--- src/rtl/rb_pkg.sv ---
package rb_pkg;

    typedef enum logic [1:0] {
        ARR_WIDE     = 2'd0,
        ARR_NARROW_LO = 2'd1,
        ARR_NARROW_HI = 2'd2
    } arr_e;

    typedef struct packed {
        logic cke;
        logic odt;
        logic cs;
    } side_t;

    localparam int SIDE_N = $bits(side_t);

    function automatic arr_e decode_arr(input logic fanout, input logic alt);
        if (!fanout)  return ARR_WIDE;
        else if (alt) return ARR_NARROW_HI;
        else          return ARR_NARROW_LO;
    endfunction

    function automatic logic hold_now(input logic cs, input logic csr);
        return cs & csr;
    endfunction

endpackage

--- src/rtl/rb_route.sv ---
module rb_route
    import rb_pkg::*;
#(
    parameter int WIDE_W   = 25,
    parameter int NARROW_W = 14
) (
    input  arr_e              arr,
    input  logic [WIDE_W-1:0] d_in,
    output logic [WIDE_W-1:0] d_steer
);
    localparam int HI_BASE = WIDE_W - NARROW_W;

    always_comb begin
        d_steer = '0;
        unique case (arr)
            ARR_WIDE: d_steer = d_in;
            ARR_NARROW_LO: begin
                for (int i = 0; i < NARROW_W; i++)
                    d_steer[i] = d_in[i];
            end
            ARR_NARROW_HI: begin
                for (int i = HI_BASE; i < WIDE_W; i++)
                    d_steer[i] = d_in[i];
            end
            default: d_steer = '0;
        endcase
    end
endmodule

--- src/rtl/rb_capture.sv ---
module rb_capture #(
    parameter int W = 25
) (
    input  logic         clk,
    input  logic         rst_n,
    input  logic         hold,
    input  logic [W-1:0] d,
    output logic [W-1:0] q
);
    always_ff @(posedge clk or negedge rst_n) begin
        if (!rst_n)     q <= '0;
        else if (!hold) q <= d;
    end
endmodule

--- src/rtl/rb_side.sv ---
module rb_side
    import rb_pkg::*;
(
    input  logic  clk,
    input  logic  rst_n,
    input  logic  dup_en,
    input  side_t side_in,
    output side_t side_a,
    output side_t side_b
);
    logic [SIDE_N-1:0] in_v, a_v, b_v;

    assign in_v = side_in;

    for (genvar g = 0; g < SIDE_N; g++) begin : g_lane
        rb_capture #(.W(1)) u_reg (
            .clk  (clk),
            .rst_n(rst_n),
            .hold (1'b0),
            .d    (in_v[g]),
            .q    (a_v[g])
        );
        assign b_v[g] = a_v[g] & dup_en;
    end

    assign side_a = side_t'(a_v);
    assign side_b = side_t'(b_v);
endmodule

--- src/rtl/rb_copy_b.sv ---
module rb_copy_b
    import rb_pkg::*;
#(
    parameter int WIDE_W   = 25,
    parameter int NARROW_W = 14
) (
    input  arr_e                arr,
    input  logic [WIDE_W-1:0]   q_a,
    output logic [NARROW_W-1:0] q_b
);
    localparam int HI_BASE = WIDE_W - NARROW_W;

    always_comb begin
        q_b = '0;
        unique case (arr)
            ARR_NARROW_LO: q_b = q_a[NARROW_W-1:0];
            ARR_NARROW_HI: q_b = q_a[WIDE_W-1:HI_BASE];
            default:       q_b = '0;
        endcase
    end
endmodule

--- src/rtl/regbuf_top.sv ---
module regbuf_top
    import rb_pkg::*;
#(
    parameter int WIDE_W   = 25,
    parameter int NARROW_W = 14
) (
    input  logic                clk,
    input  logic                rst_n,
    input  logic                cfg_fanout,
    input  logic                cfg_alt,
    input  logic [WIDE_W-1:0]   d_in,
    input  logic                cke_in,
    input  logic                odt_in,
    input  logic                cs_in,
    input  logic                csr_in,
    output logic [WIDE_W-1:0]   q_a,
    output logic [NARROW_W-1:0] q_b,
    output logic                cke_a,
    output logic                cke_b,
    output logic                odt_a,
    output logic                odt_b,
    output logic                cs_a,
    output logic                cs_b
);
    arr_e              arr;
    logic [WIDE_W-1:0] d_steer;
    logic              hold;
    side_t             side_in, side_a, side_b;

    assign arr  = decode_arr(cfg_fanout, cfg_alt);
    assign hold = hold_now(cs_in, csr_in);

    rb_route #(.WIDE_W(WIDE_W), .NARROW_W(NARROW_W)) u_route (
        .arr    (arr),
        .d_in   (d_in),
        .d_steer(d_steer)
    );

    rb_capture #(.W(WIDE_W)) u_data (
        .clk  (clk),
        .rst_n(rst_n),
        .hold (hold),
        .d    (d_steer),
        .q    (q_a)
    );

    rb_copy_b #(.WIDE_W(WIDE_W), .NARROW_W(NARROW_W)) u_copy (
        .arr(arr),
        .q_a(q_a),
        .q_b(q_b)
    );

    assign side_in = '{cke: cke_in, odt: odt_in, cs: cs_in};

    rb_side u_side (
        .clk    (clk),
        .rst_n  (rst_n),
        .dup_en (cfg_fanout),
        .side_in(side_in),
        .side_a (side_a),
        .side_b (side_b)
    );

    assign cke_a = side_a.cke;
    assign odt_a = side_a.odt;
    assign cs_a  = side_a.cs;
    assign cke_b = side_b.cke;
    assign odt_b = side_b.odt;
    assign cs_b  = side_b.cs;
endmodule

--- config.mk ---
export PLATFORM = sky130hd
export DESIGN_NAME = regbuf_top
export DESIGN_NICKNAME = d
export VERILOG_FILES = /design/src/rtl/rb_pkg.sv /design/src/rtl/rb_route.sv /design/src/rtl/rb_capture.sv /design/src/rtl/rb_side.sv /design/src/rtl/rb_copy_b.sv /design/src/rtl/regbuf_top.sv
export SDC_FILE = /design/constraint.sdc
export NUM_CORES = 1
export LEC_CHECK = 0
export ABC_CLOCK_PERIOD_IN_PS = 1650
export CAP_MARGIN = 20
export CORE_MARGIN = 2
export CORE_UTILIZATION = 60
export DETAILED_ROUTE_END_ITERATION = 7
export DONT_BUFFER_PORTS = 1
export HOLD_SLACK_MARGIN = 0.05
export PLACE_DENSITY = 0.81
export SKIP_LAST_GASP = 1
export SYNTH_ARGS = -nofsm -noshare
export SYNTH_HDL_FRONTEND = slang
export SYNTH_SLANG_ARGS = --single-unit
--- constraint.sdc ---
create_clock -name clk -period 1.65 [get_ports clk]
set_input_delay 0.0825 -clock clk [delete_from_list [all_inputs] [get_ports clk]]
set_output_delay 0.0825 -clock clk [all_outputs]
set_load 0.05 [all_outputs]
Word-level counts from Yosys, hierarchy flattened
Index checks and enable logic that the tools add are counted.
{ "totals": {"regBits": 28, "latch_bits": 0, "mem_bits_rw": 0, "rom_bits": 0, "in_bits": 33, "out_inout_bits": 45, "mem_count": 0} }
{ "op_classes": {"add_sub_neg": 0, "mul": 0, "div": 0, "order_cmp": 0, "n_eq_ne": 2, "shift": 0, "mux": 6, "bitwise": 4, "reduce_logical": 4} }
{ "ops": {"columns": ["operator", "count"], "rows": [
  ["one-hot mux 14 bit (2 select lines)", 1],
  ["two-way mux 11 bit", 2],
  ["AND 1 bit", 4],
  ["two-way mux 2 bit", 2],
  ["OR reduction 2 bit", 2],
  ["two-way mux 3 bit", 1],
  ["OR reduction 3 bit", 1],
  ["== test 2 x 1 -> 1 bit, second input constant", 1],
  ["== test 2 bit, second input constant", 1],
  ["logical NOT 2 bit", 1]
]} }

Longest topological paths before layout
Gate-level depths: netlist of the first run.
{ "depth": {"word_depth": 5, "ltp_mapped": 4} }

Cells and area by module
Synthesis of the first run repeated with hierarchy kept, for this count alone.
{ "unflattened": {"hier_cells": 128, "area_unflattened_um2": 1650.3} }
{ "by_module_without_submodules": {"columns": ["module", "instances", "cells_per_inst", "area_per_inst_um2"], "rows": [
  ["rb_capture (u_data)", 1, 53, 1033.5],
  ["rb_route", 1, 27, 234.0],
  ["rb_copy_b", 1, 35, 217.7],
  ["rb_capture (u_side.g_lane[0].u_reg ...)", 3, 2, 40.0],
  ["rb_side", 1, 4, 22.5],
  ["regbuf_top", 1, 3, 22.5]
]} }

Least setup slack after synthesis of the first run
Ideal clock, no wire load.
{ "synth_timing": {"kind": "register -> output", "from": "register u_data.q[11]", "to": "output port q_b[0]", "arrival_ns": 1.492, "required_time_ns": 1.567, "slack_ns": 0.076, "path_stages_with_launch": 3, "path_buffers": 0, "cell_sequence": "dfrtp_1 -> mux2i_1 -> nor2b_1"} }
{ "synth_via": {"elab_chain_cells": 1} }
{ "synth_rtl": {"columns": ["element", "line_no", "source"], "rows": [
  ["start: declaration", "rb_capture.sv:8", "output logic [W-1:0] q"],
  ["start signal: assignment", "rb_capture.sv:11", "if (!rst_n) q <= '0;"],
  ["start signal: assignment", "rb_capture.sv:12", "else if (!hold) q <= d;"],
  ["one-hot mux 14 bit (2 select lines)", "rb_copy_b.sv:15", "unique case (arr)"],
  ["end: declaration", "regbuf_top.sv:17", "output logic [NARROW_W-1:0] q_b,"]
]} }
Every way passes these cells.

Worst setup path after layout of the first run
{ "layout_timing": {"from": "input port cs_in", "to": "register u_data.q[20]"} }
{ "layout_via": {"elab_chain_cells": 1} }
{ "layout_rtl": {"columns": ["element", "line_no", "source"], "rows": [
  ["start: declaration", "regbuf_top.sv:14", "input logic cs_in,"],
  ["AND 1 bit", "rb_pkg.sv:24", "return cs & csr;"]
]} }
Every way passes these cells.
A chain may end at the register's enable or synchronous reset.

==> results of run 1 <==
state kept, by name (all words and copies together), names as in the netlist:
register and flops:
u_side.g_lane.u_reg.q 3, u_data.q 25
repair_timing:
item,CTS,global route
hold buffers,39,0
gates resized for setup,0,0
hold endpoints to repair,56,0
cell usage in the layout (no fill, tap or decap), types with 3 or more instances in the layout:
master and count:
a22o_1 11, and2_1 3, buf_4 42, clkbuf_4 3, dfrtp_1 28, dlygate4sd3_1 38
inv_1 11, mux2_1 3, mux2i_1 14, nand3_1 11, nor2b_1 14, o31ai_2 11
critical path: stages:
cell	delay [ns]
dlygate4sd3_1	0.85
nand3_1	0.21
o31ai_2	0.10
dlygate4sd3_1	0.59
cells by family after synthesis:
family | count (synthesis) | synth area share (%)
DFF | 28 | 48.91
buffers and inverters | 22 | 9.256
AOI/OAI and AO/OA | 23 | 17.20
and+or+nand+nor | 30 | 12.49
muxes | 17 | 12.14
final cells by class:
class                   count  area share, %
flip-flops and latches     28          32.92
well taps                  28          1.646
clock buffers               4          1.705
multi-input cells          70          28.16
repair buffers             81          33.63
inverters                  11          1.940
layer usage:
layer  share of wire [%]  up-vias  global-route usage (%)
li1                    -      563                       -
met1                  35      690                   50.09
met5                   0        -                       0
met4                 4.8        0                   21.79
met3                 9.6       24                   9.040
met2                  51      120                   73.13
where the power goes:
part	switching, uW	leakage [uW]	internal [uW]	total, uW
registers	52.3	0.000344	744	797
logic	506	0.000688	265	771
clock network	224	0.0000210	136	360
total	783	0.00105	1140	1930
path summary, 6_finish.rpt:
check	endpoint	slack, ns	cells past startpoint
hold reg to reg	u_data.q[9]	0.61	1
setup / recovery	u_data.q[20]	0.12	4
min in group asynchronous	u_data.q[6]	0.15	2
max in group asynchronous	u_data.q[20]	1.34	2
setup reg to reg	u_data.q[20]	0.12	4
hold / removal	u_data.q[24]	0.08	2
metrics by stage:
stage | hold slack [ns] | cell area [sq um] | util (%) | setup slack, ns | instances
after floorplan | -0.2131 | 1433 | - | 0.07558 | 120
after global placement | -0.2127 | 1692 | 75.74 | 0.7529 | 179
after detailed placement | -0.2127 | 1692 | 75.74 | 0.7025 | 179
after CTS | 0.07549 | 2128 | 95.29 | 0.1784 | 222
after global routing | 0.09511 | 2128 | 95.29 | 0.08828 | 222
final | 0.07782 | 2128 | 95.29 | 0.1156 | 222
==> results.py, run 1 <==
metrics = {
    "status": {
        "status": "complete, no violations",
    },
    "sta": {
        "grt_setup_unrepaired": "no",
        "finalHoldViolCount": 0,
        "timing.final.crit_share_pct": 92.99,
        "slew_violations": 0,
        "finClkSkew_ns": 0,
        "final.min_clock_period_ns": 1.534,
        "fmax_mhz": 651.7,
        "slew_headroom_pct": 50.26,
        "setup_viol": 0,
        "worst_pin_slew_ns": 0.7427,
        "final.setup.tns_ns": 0,
    },
    "critical_path": {
        "crit_required_ns": 1.94,
        "start_kind": "input pin",
        "crit_arrival_ns": 1.83,
        "endpoint_kind": "flip-flop",
        "cp-startpoint": "cs_in",
        "cp_max_fo": 12,
        "critical_path_class": "in2reg",
        "r2r_start": "u_data.q[20]",
    },
    "floorplan": {
        "fp-row-count": 17,
        "pin_count": 78,
        "fp.dieW_um": 52.87,
        "dieHeight_um": 52.87,
        "die_area_sq_um": 2795,
        "start_util_pct": 64.15,
        "core_sq_um": 2233,
    },
    "global_routing": {
        "grt_usage_pct": 42.68,
        "grt_remaining_overflow": 0,
        "grt_pass1_vias": 1458,
        "antenna_found_initial": 0,
        "grt_pass1_wl_um": 8086,
        "grt_max_degree": 29,
    },
    "pwr": {
        "ir_worst_vdd_v": 0.0007472,
        "power.density_nw_per_um2": 905.8,
        "leakage_uw": 0.001052,
        "totalPowerFinal_uw": 1928,
    },
    "logic_synthesis": {
        "synthTopCellsByArea": "dfrtp_1 49%, mux2i_1 9.8%, o31ai_2 9.6%, a22o_1 6.7%, nor2b_1 6.1%",
        "avgSynthCellArea_sq_um": 11.94,
        "synthTopCellsByCount": "28 x dfrtp_1, 14 x mux2i_1, 14 x nor2b_1",
        "yosysSeqAreaShare_pct": 48.91,
        "ys_types": 17,
        "synth_flop_cell": "dfrtp_1",
        "syn-num-nets": 153,
        "synthCells": 120,
        "synth_seq_cells": 28,
        "ys_async_sr_fraction_pct": 100.0,
        "yosysMostFrequentCell": "dfrtp_1",
        "yosysTopAreaCell": "dfrtp_1",
        "yosysWarnings": 0,
        "synth_edf_count": 0,
        "yosysTopAreaCellShare_pct": 48.91,
        "netlist_area_sq_um": 1433,
    },
    "finish": {
        "n_antenna_cell": 0,
        "multiInputGateArea_sq_um": 599.3,
        "synthToLayoutAreaGrowth_pct": 48.56,
        "drive_above_1_share_pct": 31.44,
        "nNetsFinal": 228,
        "fillers": 51,
        "seqCellArea_sq_um": 700.7,
    },
    "clock_tree": {
        "cts_root_buffer": "clkbuf_4",
        "cts_tree": "built",
        "cts_buffer_depth": 2,
        "clk_pin_slew_ns": 0.15,
        "insertion_delay_ns": 0.36,
        "cts_buffers": 3,
        "cts_max_level": 1,
        "postCtsSetupBuffers": 0,
        "cts.sinks": 28,
    },
    "route": {
        "firstDrtPassIters": 4,
        "avgRoutedWirePerCell_um": 24.47,
        "drtAntennaViolNets": 0,
        "drt_iter0_drc": 38,
        "wl_um": 5432,
        "routed_via_density": 6.293,
        "vias": 1397,
        "drc": 0,
    },
    "flow_run": {
        "drv_cap": 0,
    },
    "hold_path": {
        "worstHoldStart": "cfg_alt",
        "hold_class": "in2reg",
    },
    "placed_design": {
        "hpwl_um": 2479,
        "gp_congestion": 0.7436,
        "io_buffer_count": 0,
    },
}
Power figures use the tool's default switching activity.
==> run 2: changes to the inputs <==
--- a/config.mk
+++ b/config.mk
@@ -5,12 +5,13 @@
 export SDC_FILE = /design/constraint.sdc
 export NUM_CORES = 1
 export LEC_CHECK = 0
-export ABC_CLOCK_PERIOD_IN_PS = 1650
+export ABC_CLOCK_PERIOD_IN_PS = 1530
 export CAP_MARGIN = 20
 export CORE_MARGIN = 2
 export CORE_UTILIZATION = 60
 export DETAILED_ROUTE_END_ITERATION = 7
 export DONT_BUFFER_PORTS = 1
+export GPL_TIMING_DRIVEN = 0
 export HOLD_SLACK_MARGIN = 0.05
 export PLACE_DENSITY = 0.81
 export SKIP_LAST_GASP = 1
==> constraint.sdc (replaced) <==
create_clock -name clk -period 1.53 [get_ports clk]
set_input_delay 0.0765 -clock clk [delete_from_list [all_inputs] [get_ports clk]]
set_output_delay 0.0765 -clock clk [all_outputs]
set_load 0.05 [all_outputs]
==> run 2 against run 1 <==
Hold slack better by 0.086 ns. Largest cell class is now multi-input gates. Core utilization shrank 5.2 points. Critical path depth decreased by 2. Via count is 21% lower. The run now ends with negative setup slack left.
==> results.py, run 2 (synthesis gave the netlist of run 1 again) <==
metrics = {
    "critical_path": {
        "path_buf_inv": 0,
        "cp_max_fo": 3,
        "cp_top_family": "flip-flops",
        "endpoint_kind": "primary output",
        "crit_arrival_ns": 1.46,
        "cp_cell_sequence": "mux2i_1 -> nor2b_4",
        "crit_required_ns": 1.45,
        "start_kind": "flip-flop",
        "cp_slowest_stage_delay_ns": 0.57,
        "critPathSlowestCell": "dfrtp_2",
        "critical_path_class": "reg2out",
    },
    "sta": {
        "grt_setup_unrepaired": "yes",
        "finalHoldViolCount": 0,
        "setup_viol": 2,
        "slew_headroom_pct": 68.95,
        "timing.final.crit_share_pct": 100.5,
        "fin_ws_ns": -0.007147,
        "whs_ns": 0.1634,
        "final.min_clock_period_ns": 1.537,
        "finClkSkew_ns": 0,
        "worst_pin_slew_ns": 0.4658,
        "slew_violations": 0,
        "fmax_mhz": 650.6,
    },
    "floorplan": {
        "die_area_sq_um": 2795,
        "pin_count": 78,
        "fp.dieW_um": 52.87,
        "start_util_pct": 64.15,
        "dieHeight_um": 52.87,
        "core_sq_um": 2233,
        "fp-row-count": 17,
    },
    "pwr": {
        "power.density_nw_per_um2": 980.3,
        "p_seq_share_pct": 56.7,
        "p_sw_share_pct": 40.77,
        "internal_power_uw": 1169,
        "power_frac_comb_pct": 25.1,
        "p_sw_uw": 804.6,
        "ir_worst_vdd_v": 0.0008383,
        "leakage_uw": 0.0008768,
        "clkPwrFrac_pct": 18.2,
    },
    "global_routing": {
        "grt_pass1_vias": 1182,
        "globalRouteMet1Util_pct": 30.39,
        "grt_pass1_wl_um": 5609,
        "grt_max_degree": 29,
        "grt_remaining_overflow": 0,
        "grtUsageMet3_pct": 6.780,
        "antenna_found_initial": 0,
        "grt_usage_pct": 28.43,
        "busiest_layer": "met2",
        "grt_use_met2_pct": 54.37,
    },
    "clock_tree": {
        "cts_buffer_depth": 2,
        "cts_root_buffer": "clkbuf_4",
        "cts_buffers": 3,
        "insertion_delay_ns": 0.32,
        "cts_max_level": 1,
        "cts_tree": "built",
        "cts.sinks": 28,
        "clk_pin_slew_ns": 0.15,
        "postCtsSetupBuffers": 0,
    },
    "finish": {
        "final_common_cell": "dlygate4sd3_1",
        "largest_register_ffs": 25,
        "largest_register": "u_data.q",
        "n_antenna_cell": 0,
        "synthToLayoutAreaGrowth_pct": 40.52,
        "nNetsFinal": 190,
        "drive_above_1_share_pct": 51.28,
        "final_cell_mix": "31 x dlygate4sd3_1, 26 x dfrtp_2, 14 x nor2b_4",
        "reg.largest.list": "u_data.q (25), u_side.g_lane.u_reg.q (3)",
    },
    "route": {
        "wl_um": 3881,
        "drc": 0,
        "drtAntennaViolNets": 0,
        "routed_via_density": 6.000,
        "drt_iter0_drc": 23,
        "avgRoutedWirePerCell_um": 21.09,
        "firstDrtPassIters": 4,
        "vias": 1104,
    },
    "placed_design": {
        "dp_slack_ns": 0.06935,
        "io_buffer_count": 0,
        "gp_congestion": 0.7330,
        "hpwl_um": 2315,
    },
    "hold_path": {
        "hold_class": "in2reg",
    },
    "flow_run": {
        "drv_cap": 0,
    },
    "status": {
        "status": "finished with violations",
        "violations": "negative setup slack",
    },
}
## run 2: cell types whose count changed in the layout (fill, tap and decap cells not counted), sizes merged
cell,before,now
clkbuf,4,7
dlygate4sd3,38,31
buf,43,9
## run 2: through the flow
step | std cells | area, sq um | power [uW] | setup TNS, ns | util (%)
5_1_grt | 184 | 2013 | 2055 | -0.1384 | 90.14
2_1_floorplan | 120 | 1468 | 1400 | 0 | -
3_3_place_gp | 148 | 1503 | 1441 | 0 | 67.28
3_5_place_dp | 148 | 1503 | 1454 | 0 | 67.28
6_report | 184 | 2013 | 1974 | -0.01037 | 90.14
4_1_cts | 184 | 1973 | 1939 | -0.1253 | 88.35
## run 2: worst register-to-register path: cells and delay by family (launching register included)
| kind | cells | cell delay (ns) |
|---|---|---|
| AOI/OAI and AO/OA | 1 | 0.25 |
| buffers and inverters | 1 | 0.55 |
| DFF | 1 | 0.55 |
## run 2: layout make-up
cell class                 instances  area (sq um)
multi-input combinational         70         745.7
sequential                        28         733.2
timing repair buffer              32         330.3
fill                              90         220.2
buffer                            11         91.34
inverter                          11         41.29
clock buffer                       4         36.28
tap                               28         35.03
## run 2: power by group through the flow
stage	Sequential (uW)	Clock, uW	Combinational (uW)
final	1120	359	496
after global routing	1130	408	521
after global placement	1100	0	338
after detailed placement	1110	0	347
after floorplan	1080	0	315
after CTS	1100	363	472
## run 2: timing repair
| action | 4_1_cts | 5_1_grt |
|---|---|---|
| gates resized for setup | 41 | 12 |
| hold buffers | 32 | 0 |
| hold endpoints to repair | 56 | 0 |
| setup endpoints to repair | 17 | 12 |
## run 2: metal layers
layer  routed length [um]  share of wire [%]  up-vias
met2                 2171                 56       51
met5                    0                  0        -
met3                  250                6.4        6
met4                   43                1.1        0
li1                     -                  -      492
met1                 1415                 36      555
## run 2: worst paths after layout
path | cells past startpoint | end | start | slack (ns)
max | 2 | q_b[6] | u_data.q[17] | -0.007
max in group asynchronous | 2 | u_data.q[22] | rst_n | 1.17
min reg2reg | 2 | u_data.q[15] | u_data.q[15] | 0.76
min in group asynchronous | 2 | u_side.g_lane[1].u_reg.q | rst_n | 0.18
max reg2reg | 2 | u_data.q[8] | u_data.q[8] | 0.08
min | 3 | u_data.q[18] | csr_in | 0.16
